--- config.mk ---
export PLATFORM = sky130hd
export DESIGN_NAME = lcdMuxDriver
export DESIGN_NICKNAME = d
export VERILOG_FILES = /design/src/rtl/lcdDrvPkg.sv /design/src/rtl/lcdScanCtrl.sv /design/src/rtl/lcdLevelPath.sv /design/src/rtl/lcdMuxDriver.sv
export SDC_FILE = /design/constraint.sdc
export NUM_CORES = 1
export LEC_CHECK = 0
export CAP_MARGIN = 20
export CORE_UTILIZATION = 53
export DETAILED_ROUTE_END_ITERATION = 12
export PLACE_DENSITY_LB_ADDON = 0.12
export SLEW_MARGIN = 20
export SYNTH_ARGS = -nofsm -noshare
export SYNTH_HDL_FRONTEND = slang
export SYNTH_HIERARCHICAL = 1
export SYNTH_SLANG_ARGS = --single-unit
--- constraint.sdc ---
create_clock -name clk -period 7.5 [get_ports clk]
set_clock_uncertainty 0.15 [all_clocks]
set_input_delay 1.125 -clock clk [delete_from_list [all_inputs] [get_ports clk]]
set_output_delay 1.125 -clock clk [all_outputs]
set_load 0.01 [all_outputs]
--- src/rtl/lcdDrvPkg.sv ---
`timescale 1ns/1ps
package lcdDrvPkg;
  typedef enum logic [1:0] {
    LVL_GND  = 2'b00,
    LVL_HALF = 2'b01,
    LVL_FULL = 2'b10
  } lvl_e;

  typedef enum logic [1:0] {
    ST_STOP  = 2'b00,
    ST_BLANK = 2'b01,
    ST_SCAN  = 2'b10
  } scanSt_e;

  typedef struct packed {
    logic stopped;
    logic blank;
    logic loadMap;
    logic oddFrame;
  } scanCtl_t;
endpackage

--- src/rtl/lcdScanCtrl.sv ---
`timescale 1ns/1ps
module lcdScanCtrl
  import lcdDrvPkg::*;
#(
  parameter int NUM_COM        = 4,
  parameter int TICK_DIV       = 200,
  parameter int TICKS_PER_SLOT = 2000,
  parameter int BLANK_SLOTS    = 1,
  localparam int COM_W = (NUM_COM > 1) ? $clog2(NUM_COM) : 1
) (
  input  logic             clk,
  input  logic             rstN,
  input  logic             clkStop,
  input  logic             dispEn,
  output scanCtl_t         ctl,
  output logic [COM_W-1:0] comIdx
);
  localparam int PRE_W = $clog2(TICK_DIV + 1);
  localparam int SUB_W = $clog2(TICKS_PER_SLOT + 1);
  localparam int BLK_W = $clog2(BLANK_SLOTS + 1);
  localparam logic [PRE_W-1:0] PRE_LAST = PRE_W'(TICK_DIV - 1);
  localparam logic [SUB_W-1:0] SUB_LAST = SUB_W'(TICKS_PER_SLOT - 1);
  localparam logic [BLK_W-1:0] BLK_LAST = BLK_W'(BLANK_SLOTS - 1);
  localparam logic [COM_W-1:0] COM_LAST = COM_W'(NUM_COM - 1);

  scanSt_e          state;
  logic [PRE_W-1:0] preCnt;
  logic [SUB_W-1:0] subCnt;
  logic [BLK_W-1:0] blankCnt;
  logic             oddFrame;
  logic             tick, slotEnd, blankDone, startScan, comWrap, timerClr;

  assign tick      = (preCnt == PRE_LAST);
  assign slotEnd   = tick && (subCnt == SUB_LAST);
  assign blankDone = (blankCnt == BLK_LAST);
  assign comWrap   = (comIdx == COM_LAST);
  assign startScan = (state == ST_BLANK) && slotEnd && blankDone && dispEn && !clkStop;
  assign timerClr  = clkStop || (state == ST_STOP) || ((state == ST_SCAN) && !dispEn);

  // Two-level slot timer: clock-enable prescaler, then ticks per slot
  always_ff @(posedge clk or negedge rstN) begin
    if (!rstN) begin
      preCnt <= '0;
      subCnt <= '0;
    end else if (timerClr) begin
      preCnt <= '0;
      subCnt <= '0;
    end else if (tick) begin
      preCnt <= '0;
      subCnt <= (subCnt == SUB_LAST) ? '0 : subCnt + SUB_W'(1);
    end else begin
      preCnt <= preCnt + PRE_W'(1);
    end
  end

  // Scan sequencing: stop, blanking, then common rotation
  always_ff @(posedge clk or negedge rstN) begin
    if (!rstN) begin
      state    <= ST_BLANK;
      blankCnt <= '0;
      comIdx   <= '0;
      oddFrame <= 1'b0;
    end else if (clkStop) begin
      state <= ST_STOP;
    end else begin
      unique case (state)
        ST_STOP: begin
          state    <= ST_BLANK;
          blankCnt <= '0;
        end
        ST_BLANK: begin
          if (startScan) begin
            state    <= ST_SCAN;
            comIdx   <= '0;
            oddFrame <= 1'b0;
          end else if (slotEnd && !blankDone) begin
            blankCnt <= blankCnt + BLK_W'(1);
          end
        end
        ST_SCAN: begin
          if (!dispEn) begin
            state    <= ST_BLANK;
            blankCnt <= '0;
          end else if (slotEnd) begin
            comIdx <= comWrap ? '0 : comIdx + COM_W'(1);
            if (comWrap) oddFrame <= ~oddFrame;
          end
        end
        default: state <= ST_BLANK;
      endcase
    end
  end

  assign ctl.stopped  = (state == ST_STOP);
  assign ctl.blank    = (state == ST_BLANK);
  assign ctl.oddFrame = oddFrame;
  assign ctl.loadMap  = startScan || ((state == ST_SCAN) && dispEn && !clkStop && slotEnd);

  // a stop request always lands in the stopped state
  assert_stop_entry_R7: assert property (@(posedge clk) disable iff (!rstN)
    clkStop |=> ctl.stopped);

  // leaving the stopped state always passes through blanking
  assert_blank_after_stop_R8: assert property (@(posedge clk) disable iff (!rstN)
    (ctl.stopped && !clkStop) |=> ctl.blank);

  // every scan begins at common 0 on an even frame
  assert_scan_start_R8: assert property (@(posedge clk) disable iff (!rstN)
    $rose(state == ST_SCAN) |-> (comIdx == '0) && !oddFrame);

  // the active common holds for the whole slot
  assert_com_hold_R3: assert property (@(posedge clk) disable iff (!rstN)
    ((state == ST_SCAN) && dispEn && !clkStop && !slotEnd) |=> $stable(comIdx) && $stable(oddFrame));
endmodule

--- src/rtl/lcdLevelPath.sv ---
`timescale 1ns/1ps
module lcdLevelPath
  import lcdDrvPkg::*;
#(
  parameter int NUM_COM = 4,
  parameter int NUM_SEG = 18,
  localparam int COM_W  = (NUM_COM > 1) ? $clog2(NUM_COM) : 1,
  localparam int NPIN   = NUM_COM + NUM_SEG,
  localparam int NMAP   = NUM_COM * NUM_SEG
) (
  input  logic                 clk,
  input  logic                 rstN,
  input  scanCtl_t             ctl,
  input  logic [COM_W-1:0]     comIdx,
  input  logic [NMAP-1:0]      segMap,
  input  logic [NPIN-1:0]      portMode,
  input  logic [NPIN-1:0]      portData,
  output logic [2*NUM_COM-1:0] comLvl,
  output logic [2*NUM_SEG-1:0] segLvl
);
  logic [NMAP-1:0]    mapReg;
  logic [NPIN-1:0]    pmReg, pdReg;
  logic [NUM_SEG-1:0] rowBits;
  logic [NUM_COM-1:0] comLive;
  logic [1:0]         comNow;
  lvl_e               actLvl, oppLvl;
  logic               scanOn;

  // Shadow bitmap is refreshed only on the slot strobe; port latches every clock
  always_ff @(posedge clk or negedge rstN) begin
    if (!rstN) begin
      mapReg <= '0;
      pmReg  <= '0;
      pdReg  <= '0;
    end else begin
      if (ctl.loadMap) mapReg <= segMap;
      pmReg <= portMode;
      pdReg <= portData;
    end
  end

  assign scanOn  = !ctl.stopped && !ctl.blank;
  assign actLvl  = ctl.oddFrame ? LVL_GND : LVL_FULL;
  assign oppLvl  = ctl.oddFrame ? LVL_FULL : LVL_GND;
  assign rowBits = mapReg[int'(comIdx)*NUM_SEG +: NUM_SEG];
  assign comNow  = comLvl[2*int'(comIdx) +: 2];

  for (genvar c = 0; c < NUM_COM; c++) begin : g_com
    lvl_e lv;
    always_comb begin
      if (ctl.stopped)   lv = LVL_GND;
      else if (pmReg[c]) lv = pdReg[c] ? LVL_FULL : LVL_GND;
      else if (!scanOn)  lv = LVL_HALF;
      else               lv = (int'(comIdx) == c) ? actLvl : LVL_HALF;
    end
    assign comLvl[2*c +: 2] = lv;
    assign comLive[c] = !pmReg[c] && (lv != LVL_HALF);
  end

  for (genvar s = 0; s < NUM_SEG; s++) begin : g_seg
    lvl_e lv;
    always_comb begin
      if (ctl.stopped)             lv = LVL_GND;
      else if (pmReg[NUM_COM + s]) lv = pdReg[NUM_COM + s] ? LVL_FULL : LVL_GND;
      else if (!scanOn)            lv = LVL_HALF;
      else                         lv = rowBits[s] ? oppLvl : actLvl;
    end
    assign segLvl[2*s +: 2] = lv;

    // segment level against the common pin actually driven
    assert_seg_polarity_R5: assert property (@(posedge clk) disable iff (!rstN)
      (scanOn && !pmReg[NUM_COM + s] && !pmReg[comIdx]) |->
        ((lv != LVL_HALF) && (rowBits[s] ? (lv != comNow) : (lv == comNow))));
  end

  // never more than one common away from half level while scanning
  assert_one_active_R3: assert property (@(posedge clk) disable iff (!rstN)
    !ctl.stopped |-> ($countones(comLive) <= 1));

  // bitmap shadow only moves on a slot strobe
  assert_map_hold_R6: assert property (@(posedge clk) disable iff (!rstN)
    !ctl.loadMap |=> $stable(mapReg));
endmodule

--- src/rtl/lcdMuxDriver.sv ---
`timescale 1ns/1ps
module lcdMuxDriver
  import lcdDrvPkg::*;
#(
  parameter int NUM_COM        = 4,
  parameter int NUM_SEG        = 18,
  parameter int TICK_DIV       = 200,
  parameter int TICKS_PER_SLOT = 2000,
  parameter int BLANK_SLOTS    = 1
) (
  input  logic                         clk,
  input  logic                         rstN,
  input  logic                         clkStop,
  input  logic                         dispEn,
  input  logic [NUM_COM*NUM_SEG-1:0]   segMap,
  input  logic [NUM_COM+NUM_SEG-1:0]   portMode,
  input  logic [NUM_COM+NUM_SEG-1:0]   portData,
  output logic [2*NUM_COM-1:0]         comLvl,
  output logic [2*NUM_SEG-1:0]         segLvl
);
  localparam int COM_W = (NUM_COM > 1) ? $clog2(NUM_COM) : 1;

  scanCtl_t         ctl;
  logic [COM_W-1:0] comIdx;

  lcdScanCtrl #(
    .NUM_COM(NUM_COM), .TICK_DIV(TICK_DIV),
    .TICKS_PER_SLOT(TICKS_PER_SLOT), .BLANK_SLOTS(BLANK_SLOTS)
  ) u_ctrl (
    .clk(clk), .rstN(rstN), .clkStop(clkStop), .dispEn(dispEn),
    .ctl(ctl), .comIdx(comIdx)
  );

  lcdLevelPath #(.NUM_COM(NUM_COM), .NUM_SEG(NUM_SEG)) u_path (
    .clk(clk), .rstN(rstN), .ctl(ctl), .comIdx(comIdx),
    .segMap(segMap), .portMode(portMode), .portData(portData),
    .comLvl(comLvl), .segLvl(segLvl)
  );
endmodule

==> out/metrics.yaml <==
placementRows: 40
nets: 778
cts_buffer_depth: 2
placeable_core_region_sq_um: 12000
critical_path_arrival_ns: 2.91
fraction_of_layout_cells_with_a_size_suffix_above_1_pct: 23.2
grt_pass1_vias: 4837
worstPathRequired_ns: 6.22
synth_ff_type: "sky130_fd_sc_hd__dfrtp_1"
post-place-ws_ns: 3.45
worst_r2r_startpoint: "u_ctrl/preCnt[0]"
endpoint_kind_of_the_worst_setup_timing_path: "output port"
die_width_um: 113
hpwlAfterDp_mm: 10.6
max_stage_delay_on_crit_path_ns: 0.59
dieHeight_um: 113
max_slew_margin_pct: 34.5
critical_path_stages: 5
p_leak_nw: 3.78
synth_fp_nets: 624
cap_viol_max_count: 0
effective_utilization_at_floorplan_pct: 54.3
critical_path.endpoint: "segLvl[6]"
antenna_cells_inserted: 0
initialDrtViolationCount: 481
num-fill-cells: 846
floorplan.io_pins: 164
vdd.ir_drop.worst_mv: 0.167
grt_usage_pct: 26.4
met3RoutedLength_um: 947
cts_tree: "done"
setup_repair_after_global_routing_missed_its_margin: "false"
viasPerCell: 5.79
grt_max_degree: 82
layout_setup_ws_ns: 3.31
number_of_enable_type_register_cells_in_the_synthesized_netlist: 0
tritoncts.num_buffers: 17
ctsRootBufferMaster: "sky130_fd_sc_hd__clkbuf_16"
htree_num_levels: 4
synth.avg_cell_area_sq_um: 13.0
final_min_period_over_clock_period_pct: 55.8
finalHoldViolations: 0
routed_wirelength_mm: 15.7
worstPathCellList: "nor2b_2 > buf_4 > nand2b_1 > nor2_1 > clkdlybuf4s50_1"
numPortBuffers: 163
cp_num_buf_inv: 2
dpl.cell_count: 781
maxSlewViolCount: 0
grt_first_pass_wirelength_mm: 25.3
avgRoutedWirePerCell_um: 19.3
cts.clk_slew.worst_paths_ns: 0.06
synth.lib_cells_used.distinct: 53
gr-total-overflow: 0
hold-worst-slack_ns: 0.343
ctsHoldBuffers: 0
clk-insertion-delay-late_ns: 0.42
run_status: "completed"
die-area_sq_um: 12700
worstReg2RegEnd: "u_path/mapReg[34]"
syn-instance-count: 501
path_class: "flip-flop to output port"
routedLengthMet1_mm: 6.89
via_count: 4716
timing.hold.worst.class: "flip-flop to flip-flop"
post_synth_instance_area_sq_um: 6520
worst_setup_path_start_kind: "flip-flop"
tritoncts_num_sinks: 141
final_cell_count_no_fill: 815
dr_wl_met2_mm: 7.70
ys_ff_latch: 141
cp_max_fo: 44
family_with_the_most_delay_on_the_worst_path: "buffers and inverters"
achievable_clock_frequency_mhz: 239
ff2ff_setup_slack_ns: 4.19
synth_seq_area_share_pct: 54.2
cts_post_setup_buffers_inserted: 0
post-route-drc-count: 0
period_minus_slack_ns: 4.19
synth-warning-count: 6
post_cts_resize_count: 0
crit_path_top_delay_cell: "sky130_fd_sc_hd__clkdlybuf4s50_1"
antenna_found_initial: 0
highest-signal-layer: "met4"
detail-route-antenna-nets: 0
worst_slew_pin_slew_ns: 0.983
synth-async-reset-ratio_pct: 100
setup.worst_path.start: "u_ctrl/state[0]"
layout_area_overhead_pct: 35.2
setup_violations: 0
gpl.final_weighted_congestion: 0.821
drt-pass1-iter-count: 4
reg2reg_depth: 7
cellPowerDensity_nw_per_um2: 199
finalSetupTns_ns: 0
[layout make-up]
type,count,area (sq um),share of cell area (%)
sequential,141,3530,40.1
multi-input combinational,323,2800,31.8
timing repair buffer,168,1710,19.4
clock buffer,18,439,4.98
tap,147,184,2.09
clock inverter,14,134,1.52
inverter,4,15.0,0.170
[cells by family (layout without fill, tap and decap cells)]
group / count (synthesis) / count (layout) / synth area share (%)
buffers and inverters: 37 / 204 / 3.05
muxes: 91 / 91 / 19.0
and+or+nand+nor: 166 / 166 / 15.1
AOI/OAI and AO/OA: 50 / 50 / 6.34
adders and majority gates: 3 / 3 / 0.576
xor gates and xnor gates: 13 / 13 / 1.75
DFF: 141 / 141 / 54.2
[synth_stat cells (5+ instances only)]
cell | instances | area (sq um)
sky130_fd_sc_hd__a21oi_1 | 9 | 45.0
sky130_fd_sc_hd__nor2_1 | 42 | 158
sky130_fd_sc_hd__nand3b_1 | 19 | 143
sky130_fd_sc_hd__nand3_1 | 6 | 30.0
sky130_fd_sc_hd__xor2_1 | 7 | 61.3
sky130_fd_sc_hd__clkbuf_1 | 12 | 45.0
sky130_fd_sc_hd__a211oi_1 | 5 | 37.5
sky130_fd_sc_hd__nand2_1 | 29 | 109
sky130_fd_sc_hd__nor3_1 | 6 | 30.0
sky130_fd_sc_hd__dfrtp_1 | 140 | 3500
sky130_fd_sc_hd__mux4_2 | 15 | 338
sky130_fd_sc_hd__buf_2 | 14 | 70.1
sky130_fd_sc_hd__xnor2_1 | 6 | 52.6
sky130_fd_sc_hd__o211ai_2 | 14 | 175
sky130_fd_sc_hd__mux2_2 | 72 | 811
sky130_fd_sc_hd__or4_1 | 22 | 165
sky130_fd_sc_hd__o211ai_1 | 5 | 37.5
sky130_fd_sc_hd__nor4b_1 | 18 | 158
[stage by stage]
stage               power (mW)  cell area [sq um]  util [%]
detailed placement       0.955               8190      68.1
floorplan                0.844               6520         -
finish                    1.75               8810      73.4
CTS                       1.76               8760      72.9
global route              1.82               8810      73.4
global placement         0.951               8180      68.1
[sequential cells by signal, summed over array words and instances, names as in the netlist]
| signal | count |
|---|---|
| u_ctrl/subCnt | 11 |
| u_ctrl/state | 2 |
| u_ctrl/preCnt | 8 |
| u_path/pdReg | 22 |
| u_path/mapReg | 72 |
| u_ctrl/oddFrame | 1 |
| u_ctrl/comIdx | 2 |
| u_ctrl/blankCnt | 1 |
| u_path/pmReg | 22 |
[routing by layer]
metal	up-vias	GRT usage, %
li1	2155	-
met1	2379	35.2
met2	169	42.3
met3	13	7.87
met4	0	7.46
met5	-	0
[how the worst min path moves through the flow]
stage	slack (ns)	cells past startpoint	endpoint	startpoint
2_1_floorplan	0.30	1	u_ctrl/oddFrame	u_ctrl/oddFrame
3_3_place_gp	0.32	1	u_ctrl/blankCnt	u_ctrl/blankCnt
3_5_place_dp	0.33	1	u_ctrl/blankCnt	u_ctrl/blankCnt
4_1_cts	0.34	1	u_ctrl/blankCnt	u_ctrl/blankCnt
5_1_grt	0.37	1	u_ctrl/blankCnt	u_ctrl/blankCnt
6_report	0.34	1	u_ctrl/blankCnt	u_ctrl/blankCnt
[cells in the final DEF (no fill, tap or decap), types with 2 or more instances in the layout]
| cell type | netlist | layout |
|---|---|---|
| sky130_fd_sc_hd__a211oi_1 | 5 | 5 |
| sky130_fd_sc_hd__a21oi_1 | 9 | 9 |
| sky130_fd_sc_hd__a31oi_1 | 3 | 3 |
| sky130_fd_sc_hd__and3_1 | 4 | 4 |
| sky130_fd_sc_hd__buf_16 | 0 | 2 |
| sky130_fd_sc_hd__buf_4 | 1 | 3 |
| sky130_fd_sc_hd__clkbuf_16 | 0 | 17 |
| sky130_fd_sc_hd__clkdlybuf4s50_1 | 0 | 162 |
| sky130_fd_sc_hd__clkinv_4 | 0 | 2 |
| sky130_fd_sc_hd__clkinvlp_4 | 0 | 5 |
| sky130_fd_sc_hd__dfrtp_1 | 140 | 138 |
| sky130_fd_sc_hd__dfrtp_2 | 0 | 2 |
| sky130_fd_sc_hd__ha_1 | 3 | 3 |
| sky130_fd_sc_hd__inv_1 | 4 | 3 |
| sky130_fd_sc_hd__inv_6 | 0 | 5 |
| sky130_fd_sc_hd__mux2_2 | 72 | 72 |
| sky130_fd_sc_hd__mux4_1 | 3 | 3 |
| sky130_fd_sc_hd__mux4_2 | 15 | 15 |
| sky130_fd_sc_hd__nand2_1 | 29 | 29 |
| sky130_fd_sc_hd__nand2b_1 | 4 | 4 |
| sky130_fd_sc_hd__nand3_1 | 6 | 6 |
| sky130_fd_sc_hd__nand3_2 | 2 | 2 |
| sky130_fd_sc_hd__nand3b_1 | 19 | 19 |
| sky130_fd_sc_hd__nor2_1 | 42 | 41 |
| sky130_fd_sc_hd__nor3_1 | 6 | 6 |
| sky130_fd_sc_hd__nor4b_1 | 18 | 18 |
| sky130_fd_sc_hd__o211ai_1 | 5 | 5 |
| sky130_fd_sc_hd__o211ai_2 | 14 | 14 |
| sky130_fd_sc_hd__o21ai_0 | 4 | 4 |
| sky130_fd_sc_hd__o41ai_1 | 2 | 2 |
| sky130_fd_sc_hd__or2_2 | 2 | 2 |
| sky130_fd_sc_hd__or2b_2 | 2 | 2 |
| sky130_fd_sc_hd__or4_1 | 22 | 22 |
| sky130_fd_sc_hd__xnor2_1 | 6 | 6 |
| sky130_fd_sc_hd__xor2_1 | 7 | 7 |
[where the power goes]
part | internal [mW] | total (mW) | switching [mW]
Combinational | 0.0955 | 0.154 | 0.0581
Sequential | 0.774 | 0.790 | 0.0160
Clock | 0.470 | 0.810 | 0.340
Total | 1.34 | 1.75 | 0.414
(Power assumes the default switching activity.)
